**src/rtl/sec_tamper_pkg.sv**
```systemverilog
package sec_tamper_pkg;

    localparam int N_SRC = 10;

    // status bit positions above the detect flags
    localparam int BIT_NV   = N_SRC;
    localparam int BIT_VIO  = N_SRC + 1;
    localparam int BIT_WERR = N_SRC + 2;

    // register addresses
    localparam logic [1:0] ADDR_STATUS = 2'd0;
    localparam logic [1:0] ADDR_TEN    = 2'd1;
    localparam logic [1:0] ADDR_CTRL   = 2'd2;

    // control bit positions
    localparam int CTL_SOFT = 0;
    localparam int CTL_HARD = 1;
    localparam int CTL_FHL  = 2;

    // bit 0 = non-valid, bit 1 = violation
    typedef enum logic [1:0] {
        ST_VALID    = 2'b00,
        ST_INVALID  = 2'b01,
        ST_FAILURE  = 2'b10,
        ST_COMBINED = 2'b11
    } sec_state_e;

endpackage

```
**src/rtl/sec_wr_guard.sv**
```systemverilog
module sec_wr_guard #(
    parameter int GUARD_TICKS = 4
) (
    input  logic clk,
    input  logic bat_rst_n,
    input  logic slow_tick,
    input  logic wr_req,
    output logic wr_accept,
    output logic wr_drop,
    output logic busy_o
);
    localparam int CW = $clog2(GUARD_TICKS + 1);

    logic [CW-1:0] cnt_q;

    assign busy_o    = (cnt_q != '0);
    assign wr_accept = wr_req & ~busy_o;
    assign wr_drop   = wr_req & busy_o;

    always_ff @(posedge clk or negedge bat_rst_n) begin
        if (!bat_rst_n)
            cnt_q <= '0;
        else if (wr_accept)
            cnt_q <= CW'(GUARD_TICKS);
        else if (slow_tick && busy_o)
            cnt_q <= cnt_q - 1'b1;
    end
endmodule

```
**src/rtl/sec_detect_bank.sv**
```systemverilog
module sec_detect_bank #(
    parameter int N = 10
) (
    input  logic         clk,
    input  logic         bat_rst_n,
    input  logic [N-1:0] det_in,
    input  logic [N-1:0] clr_mask,
    output logic [N-1:0] flags_q
);
    for (genvar i = 0; i < N; i++) begin : g_src
        always_ff @(posedge clk or negedge bat_rst_n) begin
            if (!bat_rst_n)
                flags_q[i] <= 1'b0;
            else
                flags_q[i] <= (flags_q[i] & ~clr_mask[i]) | det_in[i];
        end
    end
endmodule

```
**src/rtl/sec_state_fsm.sv**
```systemverilog
module sec_state_fsm
    import sec_tamper_pkg::*;
(
    input  logic clk,
    input  logic bat_rst_n,
    input  logic sys_rst_n,
    input  logic trig,
    input  logic vio_clr_req,
    input  logic nv_clr_req,
    input  logic flags_pending,
    input  logic fail_hard_lock,
    output logic nonvalid_o,
    output logic violation_o
);
    sec_state_e state_q, state_d;
    logic       vio_clr_ok;

    assign vio_clr_ok = vio_clr_req & ~flags_pending & ~fail_hard_lock;

    always_ff @(posedge clk or negedge bat_rst_n) begin
        if (!bat_rst_n)
            state_q <= ST_INVALID;
        else
            state_q <= state_d;
    end

    always_comb begin
        state_d = state_q;
        if (!sys_rst_n) begin
            unique case (state_q)
                ST_VALID:    state_d = trig ? ST_FAILURE : ST_VALID;
                ST_INVALID:  state_d = trig ? ST_COMBINED : ST_INVALID;
                ST_FAILURE:  state_d = ST_COMBINED;
                ST_COMBINED: state_d = ST_COMBINED;
                default:     state_d = ST_INVALID;
            endcase
        end else begin
            unique case (state_q)
                ST_VALID:    if (trig) state_d = ST_FAILURE;
                ST_INVALID: begin
                    if (trig)            state_d = ST_COMBINED;
                    else if (nv_clr_req) state_d = ST_VALID;
                end
                ST_FAILURE:  if (!trig && vio_clr_ok) state_d = ST_VALID;
                ST_COMBINED: if (!trig && vio_clr_ok) state_d = ST_INVALID;
                default:     state_d = ST_INVALID;
            endcase
        end
    end

    always_comb begin
        unique case (state_q)
            ST_VALID:    begin nonvalid_o = 1'b0; violation_o = 1'b0; end
            ST_INVALID:  begin nonvalid_o = 1'b1; violation_o = 1'b0; end
            ST_FAILURE:  begin nonvalid_o = 1'b0; violation_o = 1'b1; end
            ST_COMBINED: begin nonvalid_o = 1'b1; violation_o = 1'b1; end
            default:     begin nonvalid_o = 1'b1; violation_o = 1'b0; end
        endcase
    end
endmodule

```
**src/rtl/sec_tamper_ctrl.sv**
```systemverilog
module sec_tamper_ctrl
    import sec_tamper_pkg::*;
#(
    parameter int GUARD_TICKS = 4
) (
    input  logic              clk,
    input  logic              bat_rst_n,
    input  logic              sys_rst_n,
    input  logic              slow_tick,
    input  logic [N_SRC-1:0]  det_in,
    input  logic              bus_wr,
    input  logic [1:0]        bus_addr,
    input  logic [31:0]       bus_wdata,
    output logic [31:0]       bus_rdata,
    output logic              nonvalid_o,
    output logic              violation_o
);
    logic             wr_req, wr_accept, wr_drop, guard_busy;
    logic             acc_status, acc_ten, acc_ctrl;
    logic [N_SRC-1:0] det_flags, ten_q, clr_mask;
    logic             soft_q, hard_q, fhl_q, werr_q;
    logic             trig;

    assign wr_req     = bus_wr & sys_rst_n;
    assign acc_status = wr_accept & (bus_addr == ADDR_STATUS);
    assign acc_ten    = wr_accept & (bus_addr == ADDR_TEN);
    assign acc_ctrl   = wr_accept & (bus_addr == ADDR_CTRL);
    assign clr_mask   = acc_status ? bus_wdata[N_SRC-1:0] : '0;
    assign trig       = |(det_flags & ten_q);

    sec_wr_guard #(.GUARD_TICKS(GUARD_TICKS)) u_guard (
        .clk       (clk),
        .bat_rst_n (bat_rst_n),
        .slow_tick (slow_tick),
        .wr_req    (wr_req),
        .wr_accept (wr_accept),
        .wr_drop   (wr_drop),
        .busy_o    (guard_busy)
    );

    sec_detect_bank #(.N(N_SRC)) u_bank (
        .clk       (clk),
        .bat_rst_n (bat_rst_n),
        .det_in    (det_in),
        .clr_mask  (clr_mask),
        .flags_q   (det_flags)
    );

    sec_state_fsm u_fsm (
        .clk            (clk),
        .bat_rst_n      (bat_rst_n),
        .sys_rst_n      (sys_rst_n),
        .trig           (trig),
        .vio_clr_req    (acc_status & bus_wdata[BIT_VIO]),
        .nv_clr_req     (acc_status & bus_wdata[BIT_NV]),
        .flags_pending  (|det_flags),
        .fail_hard_lock (fhl_q),
        .nonvalid_o     (nonvalid_o),
        .violation_o    (violation_o)
    );

    // tamper enables, frozen by either lock
    always_ff @(posedge clk or negedge bat_rst_n) begin
        if (!bat_rst_n)
            ten_q <= '0;
        else if (acc_ten && !soft_q && !hard_q)
            ten_q <= bus_wdata[N_SRC-1:0];
    end

    // soft lock: released by system reset
    always_ff @(posedge clk or negedge bat_rst_n) begin
        if (!bat_rst_n)
            soft_q <= 1'b0;
        else if (!sys_rst_n)
            soft_q <= 1'b0;
        else if (acc_ctrl && bus_wdata[CTL_SOFT])
            soft_q <= 1'b1;
    end

    // hard locks: released by battery reset only
    always_ff @(posedge clk or negedge bat_rst_n) begin
        if (!bat_rst_n) begin
            hard_q <= 1'b0;
            fhl_q  <= 1'b0;
        end else if (acc_ctrl) begin
            hard_q <= hard_q | bus_wdata[CTL_HARD];
            fhl_q  <= fhl_q  | bus_wdata[CTL_FHL];
        end
    end

    always_ff @(posedge clk or negedge bat_rst_n) begin
        if (!bat_rst_n)
            werr_q <= 1'b0;
        else
            werr_q <= (werr_q & ~(acc_status & bus_wdata[BIT_WERR])) | wr_drop;
    end

    always_comb begin
        bus_rdata = '0;
        unique case (bus_addr)
            ADDR_STATUS: begin
                bus_rdata[N_SRC-1:0] = det_flags;
                bus_rdata[BIT_NV]    = nonvalid_o;
                bus_rdata[BIT_VIO]   = violation_o;
                bus_rdata[BIT_WERR]  = werr_q;
            end
            ADDR_TEN:  bus_rdata[N_SRC-1:0] = ten_q;
            ADDR_CTRL: begin
                bus_rdata[CTL_SOFT] = soft_q;
                bus_rdata[CTL_HARD] = hard_q;
                bus_rdata[CTL_FHL]  = fhl_q;
            end
            default:   bus_rdata = '0;
        endcase
    end
endmodule

```
**config.mk**
```make
export PLATFORM = sky130hd
export DESIGN_NAME = sec_tamper_ctrl
export DESIGN_NICKNAME = d
export VERILOG_FILES = /design/src/rtl/sec_tamper_pkg.sv /design/src/rtl/sec_wr_guard.sv /design/src/rtl/sec_detect_bank.sv /design/src/rtl/sec_state_fsm.sv /design/src/rtl/sec_tamper_ctrl.sv
export SDC_FILE = /design/constraint.sdc
export NUM_CORES = 1
export LEC_CHECK = 0
export BUFFER_PORTS_ARGS = -buffer_cell sky130_fd_sc_hd__buf_2
export CAP_MARGIN = 20
export CORE_ASPECT_RATIO = 0.9
export CORE_UTILIZATION = 45
export CTS_CLUSTER_SIZE = 24
export DETAILED_ROUTE_END_ITERATION = 12
export GPL_ROUTABILITY_DRIVEN = 0
export PLACE_DENSITY = 0.84
export SYNTH_ARGS = -nofsm -noshare
export SYNTH_HDL_FRONTEND = slang
export SYNTH_SLANG_ARGS = --single-unit
```
**constraint.sdc**
```tcl
create_clock -name clk -period 4.28 [get_ports clk]
set_input_delay 0.428 -clock clk [delete_from_list [all_inputs] [get_ports clk]]
set_output_delay 0.428 -clock clk [all_outputs]
set_load 0.005 [all_outputs]
```
## Word-level counts from Yosys, hierarchy flattened

Cells that the tools add are included.

| storage, ports and cells | value |
|---|---|
| bits in registers | 29 |
| input port bits | 49 |
| output and inout bits | 34 |
| word-level logic and storage cells | 117 |

| cells by class | value |
|---|---|
| $add $sub $neg | 1 |
| eq/ne operators | 10 |
| muxes and demuxes | 20 |
| bitwise gates (word level) | 50 |
| reductions and logical operators | 19 |

Operators by type and width:

| cell | count |
|---|---|
| bitwise AND 1 bit | 22 |
| OR reduction 10 bit | 2 |
| two-way mux 2 bit | 8 |
| NOT 1 bit | 14 |
| one-hot mux 7 bit (2 select lines) | 1 |
| OR 1 bit | 13 |
| bitwise AND 10 bit | 1 |
| two-way mux 10 bit | 1 |
| two-way mux 3 bit | 3 |
| != test 3 x 2 -> 1 bit, second input constant | 3 |
| one-hot mux 3 bit (3 select lines) | 1 |
| one-hot mux 2 bit (4 select lines) | 1 |
| OR reduction 2 bit | 4 |
| == test 2 bit, second input constant | 3 |
| one-hot mux 2 bit (3 select lines) | 1 |
| logical AND 1 bit | 5 |
| == test 2 x 1 -> 1 bit, second input constant | 2 |
| zero test 2 bit | 2 |
| != test 4 x 2 -> 1 bit, second input constant | 1 |
| one-hot mux 1 bit (2 select lines) | 2 |
| AND reduction 4 bit | 1 |
| zero test 1 bit | 3 |
| nonzero test 3 bit | 1 |
| subtractor 3 x 1 -> 3 bit, second input constant | 1 |
| 3 further kinds | 4 |

## Depth between registers and ports, before layout

| logic depth | value |
|---|---|
| depth after elaboration | 11 |
| mapped depth | 7 |
| gate-level depth less buffers | 6 |

## By module

Synthesis repeated with hierarchy kept, for this count alone.

| second synthesis, totals | value |
|---|---|
| cell total of the unflattened synthesis | 168 |
| area total of the unflattened synthesis | 1742.9 µm² |

Modules (own cells, without submodules):

| module | times used | cells each | area an instance (µm²) | sequential area each (µm²) |
|---|---|---|---|---|
| sec_tamper_ctrl | 1 | 109 | 1076.0 | 350.3 |
| sec_detect_bank | 1 | 30 | 362.8 | 250.2 |
| sec_wr_guard | 1 | 19 | 201.4 | 75.1 |
| sec_state_fsm | 1 | 10 | 102.6 | 51.3 |

## Worst setup path before layout

Ideal clock, no wire load.

| path | value |
|---|---|
| path type | reg2reg |
| from | register u_guard.cnt_q[0] |
| to | register ten_q[0] |
| setup time | 125 ps |
| arrival | 1401 ps |
| required time | 4155 ps |
| slack | 2754 ps |
| stages on the path, launching flop included | 6 |
| buffers on the path | 0 |
| period minus slack after synthesis | 1526 ps |
| path through | dfrtp_1 > inv_1 > ha_1 > and4b_4 > nand3_4 > mux2_4 |

| between the ends | value |
|---|---|
| word-level cells in the longest chain between the ends | 6 |

RTL lines:

| item | RTL line | RTL |
|---|---|---|
| from (decl) | sec_wr_guard.sv:14 | `logic [CW-1:0] cnt_q;` |
| from (signal assigned) | sec_wr_guard.sv:24 | `cnt_q <= CW'(GUARD_TICKS);` |
| from (signal assigned) | sec_wr_guard.sv:26 | `cnt_q <= cnt_q - 1'b1;` |
| nonzero test 3 bit | sec_wr_guard.sv:16 | `assign busy_o = (cnt_q != '0);` |
| NOT 1 bit | sec_wr_guard.sv:17 | `assign wr_accept = wr_req & ~busy_o;` |
| bitwise AND 1 bit | sec_wr_guard.sv:17 |  |
| bitwise AND 1 bit | sec_tamper_ctrl.sv:26 | `assign acc_ten = wr_accept & (bus_addr == ADDR_TEN);` |
| logical AND 1 bit (2 in a row) | sec_tamper_ctrl.sv:66 | `else if (acc_ten && !soft_q && !hard_q)` |
| to (signal assigned) | sec_tamper_ctrl.sv:67 | `ten_q <= bus_wdata[N_SRC-1:0];` |
| to (decl) | sec_tamper_ctrl.sv:20 | `logic [N_SRC-1:0] det_flags, ten_q, clr_mask;` |

No other way between the ends.
A chain may end at the register's enable or synchronous reset.

## Worst setup path after layout

| path | value |
|---|---|
| from | register u_guard.cnt_q[0] |
| to | register werr_q |

| between the ends | value |
|---|---|
| word-level cells in the longest chain between the ends | 8 |
| elaborated cells between the ends (all ways) | 9 |
| those cells by class | 8 x bitwise; 1 x reduce/logical |

RTL lines:

| item | RTL line | RTL |
|---|---|---|
| nonzero test 3 bit * | sec_wr_guard.sv:16 |  |
| NOT 1 bit | sec_wr_guard.sv:17 |  |
| bitwise AND 1 bit | sec_wr_guard.sv:17 |  |
| bitwise AND 1 bit | sec_tamper_ctrl.sv:25 | `assign acc_status = wr_accept & (bus_addr == ADDR_STATUS);` |
| bitwise AND 1 bit | sec_tamper_ctrl.sv:95 | `werr_q <= (werr_q & ~(acc_status & bus_wdata[BIT_WERR])) \| wr_drop;` |
| NOT 1 bit | sec_tamper_ctrl.sv:95 |  |
| bitwise AND 1 bit | sec_tamper_ctrl.sv:95 |  |
| OR 1 bit * | sec_tamper_ctrl.sv:95 |  |
| to (signal assigned) | sec_tamper_ctrl.sv:95 |  |
| to (decl) | sec_tamper_ctrl.sv:21 | `logic soft_q, hard_q, fhl_q, werr_q;` |

Mark *: on every way between the ends. The rest lies on a longest branch, timed or not.

==> impl_metrics.tcl <==
set metrics [dict create \
    die_y_um 59.5 \
    cp-startpoint "u_guard.cnt_q[0]$_DFFE_PN0P_" \
    layout.nets 254 \
    postCtsSetupBuffers 0 \
    syn_inst 158 \
    drt_iter0_drc 65 \
    dpl.hpwl_um 2570 \
    skew_ps 3.30 \
    clock_sinks 29 \
    synthDominantCellAreaShare_pct 42.4 \
    cts-resized-gates 0 \
    hold_viol_final 0 \
    r2r-start "u_guard.cnt_q[0]$_DFFE_PN0P_" \
    required_ps 4450 \
    firstDrtPassIters 4 \
    ys.flop_type "dfrtp_1" \
    seqCellArea_um2 727 \
    cp_max_fo 11 \
    grt_max_degree 30 \
    ctsHoldBuffers 0 \
    grt_util_all_layers_pct 19.7 \
    tns_ps 0 \
    ant_nets 0 \
    finalWirelength_um 3420 \
    r2r_setup_slack_ps 2280 \
    synth_area_leaders "dfrtp_1, buf_4, mux2_4, mux2i_1, a21o_1" \
    async_flop_share_pct 100 \
    maxCapViolCount 0 \
    p_leak_uw 0.000951 \
    cts_buffers 5 \
    core_area_um2 3450 \
    max_freq_mhz 499 \
    first_global_vias 1144 \
    root_buffer "clkbuf_8" \
    path_class "reg2reg" \
    worstMarginPinSlew_ps 767 \
    clk_pin_slew_ps 60 \
    setup_viol 0 \
    syn_area_per_cell_um2 10.5 \
    drive_gt1_share_pct 33.8 \
    num_antenna_cells 0 \
    synth_seq_cells 29 \
    dieArea_um2 3920 \
    max-vdd-ir-drop_v 0.000279 \
    fill_cells 301 \
    insertion_delay_ps 280 \
    port_buffers 44 \
    critPathCaptureType "register" \
    synth_top_cell_by_area "dfrtp_1" \
    multi_input_area_um2 815 \
    num_vias 1273 \
    area_growth_pct 17.6 \
    synth_edf_count 0 \
    start_util_pct 47.9 \
    r2r-end "werr_q$_DFF_PN0_" \
    p_per_area_nw_per_um2 475 \
    yosysMostFrequentCell "dfrtp_1" \
    rows 20 \
    synth_common_cells "dfrtp_1, buf_4, nand2_1" \
    r2r_cells 6 \
    cp.arrival_ps 2170 \
    drc 0 \
    rsz0062_at_grt "no" \
    slew_headroom_pct 48.6 \
    seq_area_frac_synth_pct 44.0 \
    period_share_pct 46.8 \
    wl_per_cell_um 13.8 \
    holdWs_ps 168 \
    antenna_found_initial 0 \
    synth_cell_types 32 \
    drv_slew 0 \
    ios 83 \
    min_period_ps 2000 \
    vias_per_cell 5.13 \
    htreeDepth 2 \
    status "completed" \
    gr-total-overflow 0 \
    hp-class "in2async" \
    start_kind "register" \
    synth-warning-count 0 \
    fp.dieW_um 65.9 \
    cts_tree "built" \
    syn_area_um2 1650 \
    grt_pass1_wl_um 5550 \
    cts_buffer_depth 2 \
]
==> routing by layer <==
metal,wire length (um),vias up,GRT usage [%],part of all wire (%)
met4,46,0,8.39,1.3
met2,1570,52,29.0,46
met3,200,7,5.19,5.8
li1,-,606,-,-
met1,1610,608,27.4,47
met5,0,-,0,0
==> final cells by class <==
| class | instances | area share [%] |
|---|---|---|
| tap | 44 | 2.83 |
| clock buffer | 7 | 4.44 |
| inverter | 3 | 0.579 |
| timing repair buffer | 44 | 11.3 |
| sequential | 29 | 37.4 |
| clock inverter | 1 | 1.54 |
| multi-input combinational | 120 | 41.9 |
==> through the flow <==
step | instance area (um^2) | total power (uW) | cells | setup WS (ps) | util [%]
2_1_floorplan | 1720 | 566 | 176 | 2750 | -
3_3_place_gp | 1830 | 622 | 240 | 2330 | 52.9
3_5_place_dp | 1830 | 633 | 240 | 2300 | 52.9
4_1_cts | 1940 | 924 | 248 | 2290 | 56.3
5_1_grt | 1940 | 975 | 248 | 2080 | 56.3
6_report | 1940 | 924 | 248 | 2280 | 56.3
==> state kept, by name (all words and copies together), names as in the netlist <==
register,cells
fhl_q,1
hard_q,1
soft_q,1
ten_q,10
u_bank.flags_q,10
u_fsm.state_q,2
u_guard.cnt_q,3
werr_q,1
==> critical path, stage by stage, from the launching register on <==
cell	delay [ps]
dfrtp_1	390
inv_1	90
ha_1	230
nand4b_2	210
nor3_2	630
nand2_1	110
a32o_2	230
==> where the power goes <==
part	internal (uW)	total, uW	switching, uW
clock	190	294	105
sequential	338	391	53.6
combinational	132	238	106
==> layout by cell type, fill, tap and decap left out, types with 2 or more instances in the layout <==
master and count:
a21o_1 12, a21oi_1 4, a22oi_1 3, a31oi_1 2, and2_1 3, buf_2 44
clkbuf_8 6, conb_1 19, dfrtp_1 28, ha_1 2, inv_1 3, mux2_4 10
mux2i_1 10, nand2_1 19, nand3_1 4, nor2_1 12, nor4_1 2, o21ai_0 6
==> kinds of logic after synthesis <==
kind of cell	Yosys count	synth area share, %
simple gates	50	16.4
buf+inv	27	10.8
mux	20	15.1
fa+ha+maj	2	1.51
flops	29	44.0
other cells	1	0.227
compound gates	29	11.9
==> worst max path at each step <==
stage / to / cells past startpoint
6_report: werr_q$_DFF_PN0_ / 6
5_1_grt: u_bank.flags_q[4]$_DFF_PN0_ / 6
4_1_cts: werr_q$_DFF_PN0_ / 6
3_5_place_dp: werr_q$_DFF_PN0_ / 6
3_3_place_gp: werr_q$_DFF_PN0_ / 6
2_1_floorplan: ten_q[0]$_DFFE_PN0P_ / 5
Power figures use the tool's default switching activity.
